--- config.mk ---
export PLATFORM = sky130hd
export DESIGN_NAME = cell_mux_tree
export DESIGN_NICKNAME = d
export VERILOG_FILES = /design/src/rtl/cell_tree_pkg.sv /design/src/rtl/tree_cell.sv /design/src/rtl/tree_level.sv /design/src/rtl/cell_mux_tree.sv
export SDC_FILE = /design/constraint.sdc
export NUM_CORES = 1
export LEC_CHECK = 0
export BUFFER_PORTS_ARGS = -buffer_cell sky130_fd_sc_hd__buf_2
export CORE_MARGIN = 5
export CORE_UTILIZATION = 45
export DETAILED_ROUTE_END_ITERATION = 12
export PLACE_DENSITY = 0.91
export SLEW_MARGIN = 10
export SYNTH_ARGS = -nofsm -noshare
export SYNTH_HDL_FRONTEND = slang
export SYNTH_SLANG_ARGS = --single-unit
--- constraint.sdc ---
create_clock -name vclk -period 7.34
set_clock_uncertainty 0.15 [all_clocks]
set_input_delay 0.367 -clock vclk [all_inputs]
set_output_delay 0.367 -clock vclk [all_outputs]
set_load 0.005 [all_outputs]
--- src/rtl/cell_tree_pkg.sv ---
package cell_tree_pkg;

    localparam int TT_W = 8;

    typedef struct packed {
        logic            en;
        logic [TT_W-1:0] table_bits;
    } cell_ovr_t;

    // Cells below level lvl (flat position of the first cell on level lvl)
    function automatic int level_base(input int n_lvls, input int lvl);
        return (1 << n_lvls) - (1 << (n_lvls - lvl + 1));
    endfunction

    // Number of cells on a given level
    function automatic int level_cells(input int n_lvls, input int lvl);
        return 1 << (n_lvls - lvl);
    endfunction

    // Truth-table lookup, index {sel, hi, lo}
    function automatic logic table_pick(input logic [TT_W-1:0] tt,
                                        input logic sel,
                                        input logic hi,
                                        input logic lo);
        return tt[{sel, hi, lo}];
    endfunction

endpackage

--- src/rtl/tree_cell.sv ---
module tree_cell
    import cell_tree_pkg::*;
(
    input  logic      sel,
    input  logic      lo,
    input  logic      hi,
    input  cell_ovr_t ovr,
    output logic      y
);
    logic norm_y;
    logic ovr_y;

    always_comb begin
        norm_y = (lo & ~sel) | (hi & sel);
        ovr_y  = table_pick(ovr.table_bits, sel, hi, lo);
        y      = ovr.en ? ovr_y : norm_y;
    end
endmodule

--- src/rtl/tree_level.sv ---
module tree_level
    import cell_tree_pkg::*;
#(
    parameter int OUT_W = 2,
    localparam int IN_W = 2 * OUT_W
) (
    input  logic                 sel,
    input  logic [IN_W-1:0]      din,
    input  logic [OUT_W-1:0]     en,
    input  logic [TT_W*OUT_W-1:0] tt,
    output logic [OUT_W-1:0]     dout
);
    for (genvar j = 0; j < OUT_W; j++) begin : g_cell
        cell_ovr_t cfg;
        assign cfg.en         = en[j];
        assign cfg.table_bits = tt[TT_W*j +: TT_W];

        tree_cell u_cell (
            .sel (sel),
            .lo  (din[2*j]),
            .hi  (din[2*j+1]),
            .ovr (cfg),
            .y   (dout[j])
        );
    end
endmodule

--- src/rtl/cell_mux_tree.sv ---
module cell_mux_tree
    import cell_tree_pkg::*;
#(
    parameter int N_LEVELS = 4,
    localparam int NUM_SPEC  = 1 << N_LEVELS,
    localparam int NUM_CELLS = NUM_SPEC - 1,
    localparam int NUM_NODES = 2 * NUM_SPEC - 1
) (
    input  logic [N_LEVELS-1:0]       var_x,
    input  logic [NUM_SPEC-1:0]       cfg_bits,
    input  logic [NUM_CELLS-1:0]      ovr_en,
    input  logic [TT_W*NUM_CELLS-1:0] ovr_table,
    output logic                      tree_out
);
    if (N_LEVELS < 2 || N_LEVELS > 6) begin : g_range_bad
        $error("cell_mux_tree: N_LEVELS must lie in 2..6");
    end

    // node[0 .. NUM_SPEC-1] are configuration bits, the rest cell outputs
    logic [NUM_NODES-1:0] node;
    assign node[NUM_SPEC-1:0] = cfg_bits;

    for (genvar g = 1; g <= N_LEVELS; g++) begin : g_lvl
        localparam int CNT    = level_cells(N_LEVELS, g);
        localparam int BASE   = level_base(N_LEVELS, g);
        localparam int IN_OFF = NUM_SPEC + level_base(N_LEVELS, g - 1);
        localparam int OUT_OFF = NUM_SPEC + BASE;

        tree_level #(.OUT_W(CNT)) u_level (
            .sel  (var_x[g-1]),
            .din  (node[IN_OFF +: 2*CNT]),
            .en   (ovr_en[BASE +: CNT]),
            .tt   (ovr_table[TT_W*BASE +: TT_W*CNT]),
            .dout (node[OUT_OFF +: CNT])
        );
    end

    assign tree_out = node[NUM_NODES-1];
endmodule

== Yosys cells after proc, flatten, opt, wreduce, memory -nomap -nowiden ==
Cells that the tools add are included.
Cells by class
  bitwise logic cells: 49
  muxes and demuxes: 45
  order comparisons: 15
Operator list (number)
  $lt A3 B4 Y1 const B: 15
  $bmux W1 S3: 15
  $and A1 B1 Y1: 30
  $mux W1: 30
  $or A1 B1 Y1: 15
  $not A1 Y1: 4
Word-level totals
  input port bits: 155
  output and inout port bits: 1
  bits in registers: 0
  word-level logic and storage cells: 109

== Depth between registers and ports, before layout ==
Gate-level depths: netlist of the first run.
  word-level depth: 13
  mapped depth: 12
  gate-level depth less buffers: 11

== Modules after synthesis ==
A second synthesis of the first run with hierarchy kept.
Unflattened totals
  cells, all modules: 135
  area, all modules: 1276.2 um^2
By module, submodules not included
  tree_cell: times used 15, seq. area each 0.0 um^2, area an instance 85.1 um^2, cells each 9

== Worst setup path before layout of the first run ==
OpenSTA, ideal clock, no wires.
  kind: input-to-output
  start: input cfg_bits[5]
  end: output tree_out
  path buffers: 1
  slack: 3.785 ns
  required time: 6.823 ns
  cell stages on the path: 12
  arrival: 3.038 ns
  path through: buf_6 > mux2i_1 > mux4_2 > mux2i_1 > o32ai_2 > a32oi_4 > and2_4 > a2111o_1 > a32oi_2 > o21ai_0 > a31o_1 > a32oi_1
On the way
  cells in the longest elaborated chain, start to end: 12
RTL lines
  start: declaration: line cell_mux_tree.sv:10  | input logic [NUM_SPEC-1:0] cfg_bits,
  $bmux W1 S3 or $and A1 B1 Y1 (tied branches): line cell_tree_pkg.sv:25, tree_cell.sv:14
  $mux W1 (implied by the code) or $or A1 B1 Y1 (tied branches): line cell_tree_pkg.sv:25, tree_cell.sv:14
  $mux W1 (*): line tree_cell.sv:16  | y = ovr.en ? ovr_y : norm_y;
  $bmux W1 S3 or $and A1 B1 Y1 (tied branches): line cell_tree_pkg.sv:25, tree_cell.sv:14
  $mux W1 (implied by the code) or $or A1 B1 Y1 (tied branches): line cell_tree_pkg.sv:25, tree_cell.sv:14
  $mux W1 (*): line tree_cell.sv:16
  $bmux W1 S3 or $and A1 B1 Y1 (tied branches): line cell_tree_pkg.sv:25, tree_cell.sv:14
  $mux W1 (implied by the code) or $or A1 B1 Y1 (tied branches): line cell_tree_pkg.sv:25, tree_cell.sv:14
  $mux W1 (*): line tree_cell.sv:16
  $bmux W1 S3 or $and A1 B1 Y1 (tied branches): line cell_tree_pkg.sv:25, tree_cell.sv:14
  $mux W1 (implied by the code) or $or A1 B1 Y1 (tied branches): line cell_tree_pkg.sv:25, tree_cell.sv:14
  $mux W1 (*): line tree_cell.sv:16
  end: declaration: line cell_mux_tree.sv:13  | output logic tree_out
Mark *: on every way between the ends. The rest lies on a longest branch, timed or not. The select of a mux whose other input is x is not followed.

== Worst setup path in the final report of the first run ==
  start: input var_x[0]
  end: output tree_out
On the way
  cells in the longest elaborated chain, start to end: 13
RTL lines
  start: declaration: line cell_mux_tree.sv:9  | input logic [N_LEVELS-1:0] var_x,
  branches (longest 12 deep; another with $bmux W1 S3)
  $mux W1 (*): line tree_cell.sv:16
Every way passes the cells marked *. The select of a mux whose other input is x is not followed.

==> impl_metrics.tcl, run 1 <==
set metrics [dict create \
    synth_top_area_share 0.189 \
    hold_path.class "in -> out" \
    post-route-drc-count 0 \
    fmax_ghz 0.241 \
    slew-limit-headroom 0.591 \
    grt_pass1_wl_um 10000 \
    hpwl_um 5680 \
    wirelength_um 6470 \
    slowest_delay_ns 0.49 \
    fin_tns_setup_ns 0 \
    whs_endpoint "tree_out" \
    regArea_um2 0 \
    dp.cells 437 \
    grtUsageTotal 0.216 \
    power_switching_w 0.0000856 \
    switching_share 0.478 \
    period_needed_ns 4.15 \
    synth_area_leaders "mux2i_1, mux4_2, nand2_1, mux2_2, o21ai_0" \
    final_layout_size_suffix_gt1_frac 0.501 \
    gp_congestion 0.848 \
    critPathCaptureType "primary output" \
    cpMaxStageDelayCell "mux2i_2" \
    finalMaxSlewViolations 0 \
    seq_area_frac_synth 0 \
    worstPathMaxFanout 32 \
    powerDensity_nw_per_um2 66.5 \
    vias 2591 \
    cp.required_ns 6.82 \
    p_seq_frac 0 \
    first_global_vias 2636 \
    postCtsSetupRepairBufs 0 \
    hold_ws_ns 0.974 \
    finalHoldViolCount 0 \
    die_h_um 75.0 \
    netlist.top_cell.by_area "mux2i_1" \
    diodes 0 \
    cts.repair.resized 0 \
    port-buffer-count 156 \
    crit_chain "buf_2 > mux2i_2 > nor2_1 > o31ai_1 > nor3_2 > a32oi_4 > a21boi_2 > a2111oi_1 > o21ba_2 > o21ai_0 > a31o_1 > a32oi_1 > buf_2" \
    setup_viol 0 \
    num_io_pins 156 \
    cts-hold-fix-buffers 0 \
    yosysMostFrequentCell "mux2i_1" \
    cp_common_cell "buf_2" \
    antenna_found_initial 0 \
    leakagePower_nw 1.36 \
    wl_per_cell_um 14.8 \
    fin_cells 437 \
    worstHoldStart "var_x[3]" \
    drtIter0Drc 74 \
    critPathLaunch "var_x[0]" \
    syn_nets 394 \
    dr.pass1.iters 4 \
    yosys-top-cells-count "mux2i_1, nand2_1, inv_1, o21ai_0, nand3_1" \
    worstPathArrival_ns 3.63 \
    outcome "complete, no violations" \
    p_int_w 0.0000935 \
    grt_max_degree 33 \
    fin_total_pwr_w 0.000179 \
    core_area_um2 4060 \
    path_class "in -> out" \
    nNetsFinal 544 \
    clkbuf_count 0 \
    rsz0062_at_grt "false" \
    worstMarginPinSlew_ns 0.608 \
    ant_nets 0 \
    ir_drop_v 0.0000318 \
    grt-ovfl-total 0 \
    fp.dieArea_um2 5630 \
    comb_power_share 1.000 \
    avgSynthCellArea_um2 7.96 \
    start_kind "input pin" \
    pwr-share-clk 0 \
    hold-path-cell-count 4 \
    synth.distinct_cells 65 \
    drv_cap 0 \
    die_x_um 75.0 \
    row_count 23 \
    syn_inst 239 \
    syn_area_um2 1900 \
    ys_warn_count 0 \
    vias_per_cell 5.93 \
    area_growth_pct 41.5 \
    seq_cells 0 \
    period_share 0.565 \
    initial_utilization 0.469 \
]
-- per-stage QoR --
stage	worst slack (ns)	util	cell area (um2)
CTS	3.20	0.663	2690
finish	3.19	0.663	2690
global route	2.86	0.663	2690
global placement	3.32	0.663	2690
floorplan	3.79	-	1900
detailed placement	3.21	0.663	2690
-- final cells by class --
type	instances	area [um2]
fill	354	1370
tap	50	62.6
multi-input combinational	218	1800
inverter	13	48.8
timing repair buffer	156	781
-- critical path, delay by kind of cell --
kind,cells,cell delay [ns]
multiplexers,1,0.49
AO/OA/AOI/OAI,8,1.97
buffers and inverters,2,0.58
AND/OR/NAND/NOR,2,0.22
-- cell usage in the layout, fill, tap and decap left out, types with 5 or more instances in the layout --
cell      count
a211oi_1      5
a21oi_1       8
a31oi_1       6
and3_1        6
buf_2       156
inv_1        13
mux2_2        7
mux2i_1      36
mux4_2        9
nand2_1      24
nand2b_1      6
nand3_1      10
nor2_1        9
nor2b_1       5
o21ai_0      12
-- kinds of logic after synthesis --
logic type      Yosys count  share of synthesized area
simple gates             88                      0.269
compound gates           77                      0.332
mux                      53                      0.345
buf+inv                  21                     0.0539
-- routing by layer --
layer / part of all wire / GRT usage
met5: 0 / 0
met4: 0.044 / 0.107
met3: 0.094 / 0.0360
met2: 0.52 / 0.416
met1: 0.34 / 0.221
-- power groups by stage --
stage               clock network [W]  registers [W]  logic (W)
global route                        0              0   0.000197
detailed placement                  0              0   0.000179
finish                              0              0   0.000179
CTS                                 0              0   0.000179
global placement                    0              0   0.000173
floorplan                           0              0   0.000113
-- worst max-delay path by stage --
stage	endpoint	slack, ns	depth (start not counted)
6_report	tree_out	3.19	13
5_1_grt	tree_out	2.86	13
4_1_cts	tree_out	3.20	13
3_5_place_dp	tree_out	3.21	13
3_3_place_gp	tree_out	3.32	13
2_1_floorplan	tree_out	3.79	12
(Power assumes the default switching activity.)
==> run 2: changes to the inputs <==
- CORE_UTILIZATION: 45 -> 37
- PLACE_DENSITY: 0.91 -> 0.8
- clock period: 7.34 -> 3.42 ns (I/O delays scaled with it)
==> run 2 against run 1 <==
  * Final cell count increased by 9.6%
  * Via count rose by 0.39%
  * Routed wire length grew 2.3%
  * Non-clock buffer count up 22
==> impl_metrics.tcl, run 2 (same netlist as run 1, synthesis figures left out) <==
set metrics [dict create \
    outcome "complete, no violations" \
    ant_nets 0 \
    wl_per_cell_um 13.8 \
    die_x_um 81.7 \
    final_area_um2 3000 \
    slowest_delay_ns 0.52 \
    num_io_pins 156 \
    grt_max_degree 19 \
    dp.cells 476 \
    crit_chain "buf_12 > mux2i_4 > mux4_2 > mux2i_1 > o32ai_2 > a32oi_4 > and2_4 > a2111o_1 > a32oi_2 > o21ai_1 > a31o_1 > a32oi_1 > buf_2" \
    clkbuf_count 0 \
    grtUsageTotal 0.181 \
    core_area_um2 5040 \
    cts-hold-fix-buffers 0 \
    path_class "in -> out" \
    final_common_cell "buf_2" \
    cp.required_ns 3.10 \
    period_needed_ns 3.41 \
    hold_path.class "in -> out" \
    finalMaxSlewViolations 0 \
    gp_congestion 0.781 \
    ir_drop_v 0.0000618 \
    path_delay_family "compound AO/OA/AOI/OAI gates" \
    drv_cap 0 \
    slew-limit-headroom 0.682 \
    initial_utilization 0.377 \
    area_growth_pct 57.7 \
    fp.dieArea_um2 6670 \
    vias_per_cell 5.43 \
    post-route-drc-count 0 \
    place_area_um2 2860 \
    setup_viol 0 \
    worstPathBufferInverterCount 2 \
    fin_tns_setup_ns 0 \
    fin_util 0.595 \
    first_global_vias 2460 \
    dr.pass1.iters 4 \
    fin_cells 479 \
    most-common-layout-cells "buf_2, mux2i_1, nand2_1" \
    fmax_ghz 0.293 \
    grt_pass1_wl_um 10100 \
    leakagePower_nw 1.50 \
    finalHoldViolCount 0 \
    cpMaxStageDelayCell "mux4_2" \
    antenna_found_initial 0 \
    drtIter0Drc 80 \
    start_kind "input pin" \
    regArea_um2 0 \
    die_h_um 81.7 \
    wirelength_um 6620 \
    critPathCaptureType "primary output" \
    hpwl_um 5810 \
    worstMarginPinSlew_ns 0.477 \
    port-buffer-count 156 \
    row_count 26 \
    period_share 0.998 \
    vias 2601 \
    grt-ovfl-total 0 \
    final_layout_size_suffix_gt1_frac 0.555 \
    rsz0062_at_grt "true" \
    powerDensity_nw_per_um2 150 \
    worstPathMaxFanout 5 \
    diodes 0 \
    worstPathArrival_ns 3.09 \
    nNetsFinal 566 \
    seq_cells 0 \
]
## run 2: cell types whose count changed in the layout (fill, tap and decap cells not counted), moves of 2 or more
cell and change:
buf_4 +23, buf_2 -4, o21ai_0 -2, o21ai_1 +2, mux2i_1 -2, buf_12 +2
## run 2: worst paths after layout
path | startpoint | endpoint | depth (start not counted)
min | var_x[3] | tree_out | 4
max | cfg_bits[5] | tree_out | 13
## run 2: power breakdown
group / switching (W) / total (W) / internal, W / leakage [nW]
Clock: 0 / 0 / 0 / 0
Sequential: 0 / 0 / 0 / 0
Combinational: 0.000202 / 0.000449 / 0.000247 / 1.50
Total: 0.000202 / 0.000449 / 0.000247 / 1.50
## run 2: final cells by class
cell class | count | area (um2)
fillers | 462 | 2040
multi-input cells | 218 | 1880
repair buffers | 178 | 985
well taps | 70 | 87.6
inverters | 13 | 48.8
## run 2: repair_timing
item,CTS,global route
setup buffers,0,4
resized for setup,3,24
pin swaps,7,27
endpoints found under the setup margin,1,1
gates cloned,0,0
## run 2: through the flow
step | setup slack [ns] | hold WS (ns) | total power (W)
floorplan | 0.257 | 0.301 | 0.000242
global placement | 0.0191 | 0.578 | 0.000399
detailed placement | -0.0773 | 0.575 | 0.000409
CTS | 0.00230 | 0.578 | 0.000415
global route | -0.163 | 0.623 | 0.000495
finish | 0.00572 | 0.581 | 0.000449
## run 2: layer usage
layer / wire, um / share of wire / global-route usage
met1: 2410 / 0.36 / 0.208
met2: 3500 / 0.53 / 0.350
met3: 620 / 0.094 / 0.0340
met4: 83 / 0.013 / 0.0282
met5: 0 / 0 / 0
## run 2: tightest hold or removal path, stage by stage
cell	delay, ns
buf_2	0.14
o21ai_0	0.08
a32oi_1	0.05
buf_2	0.12
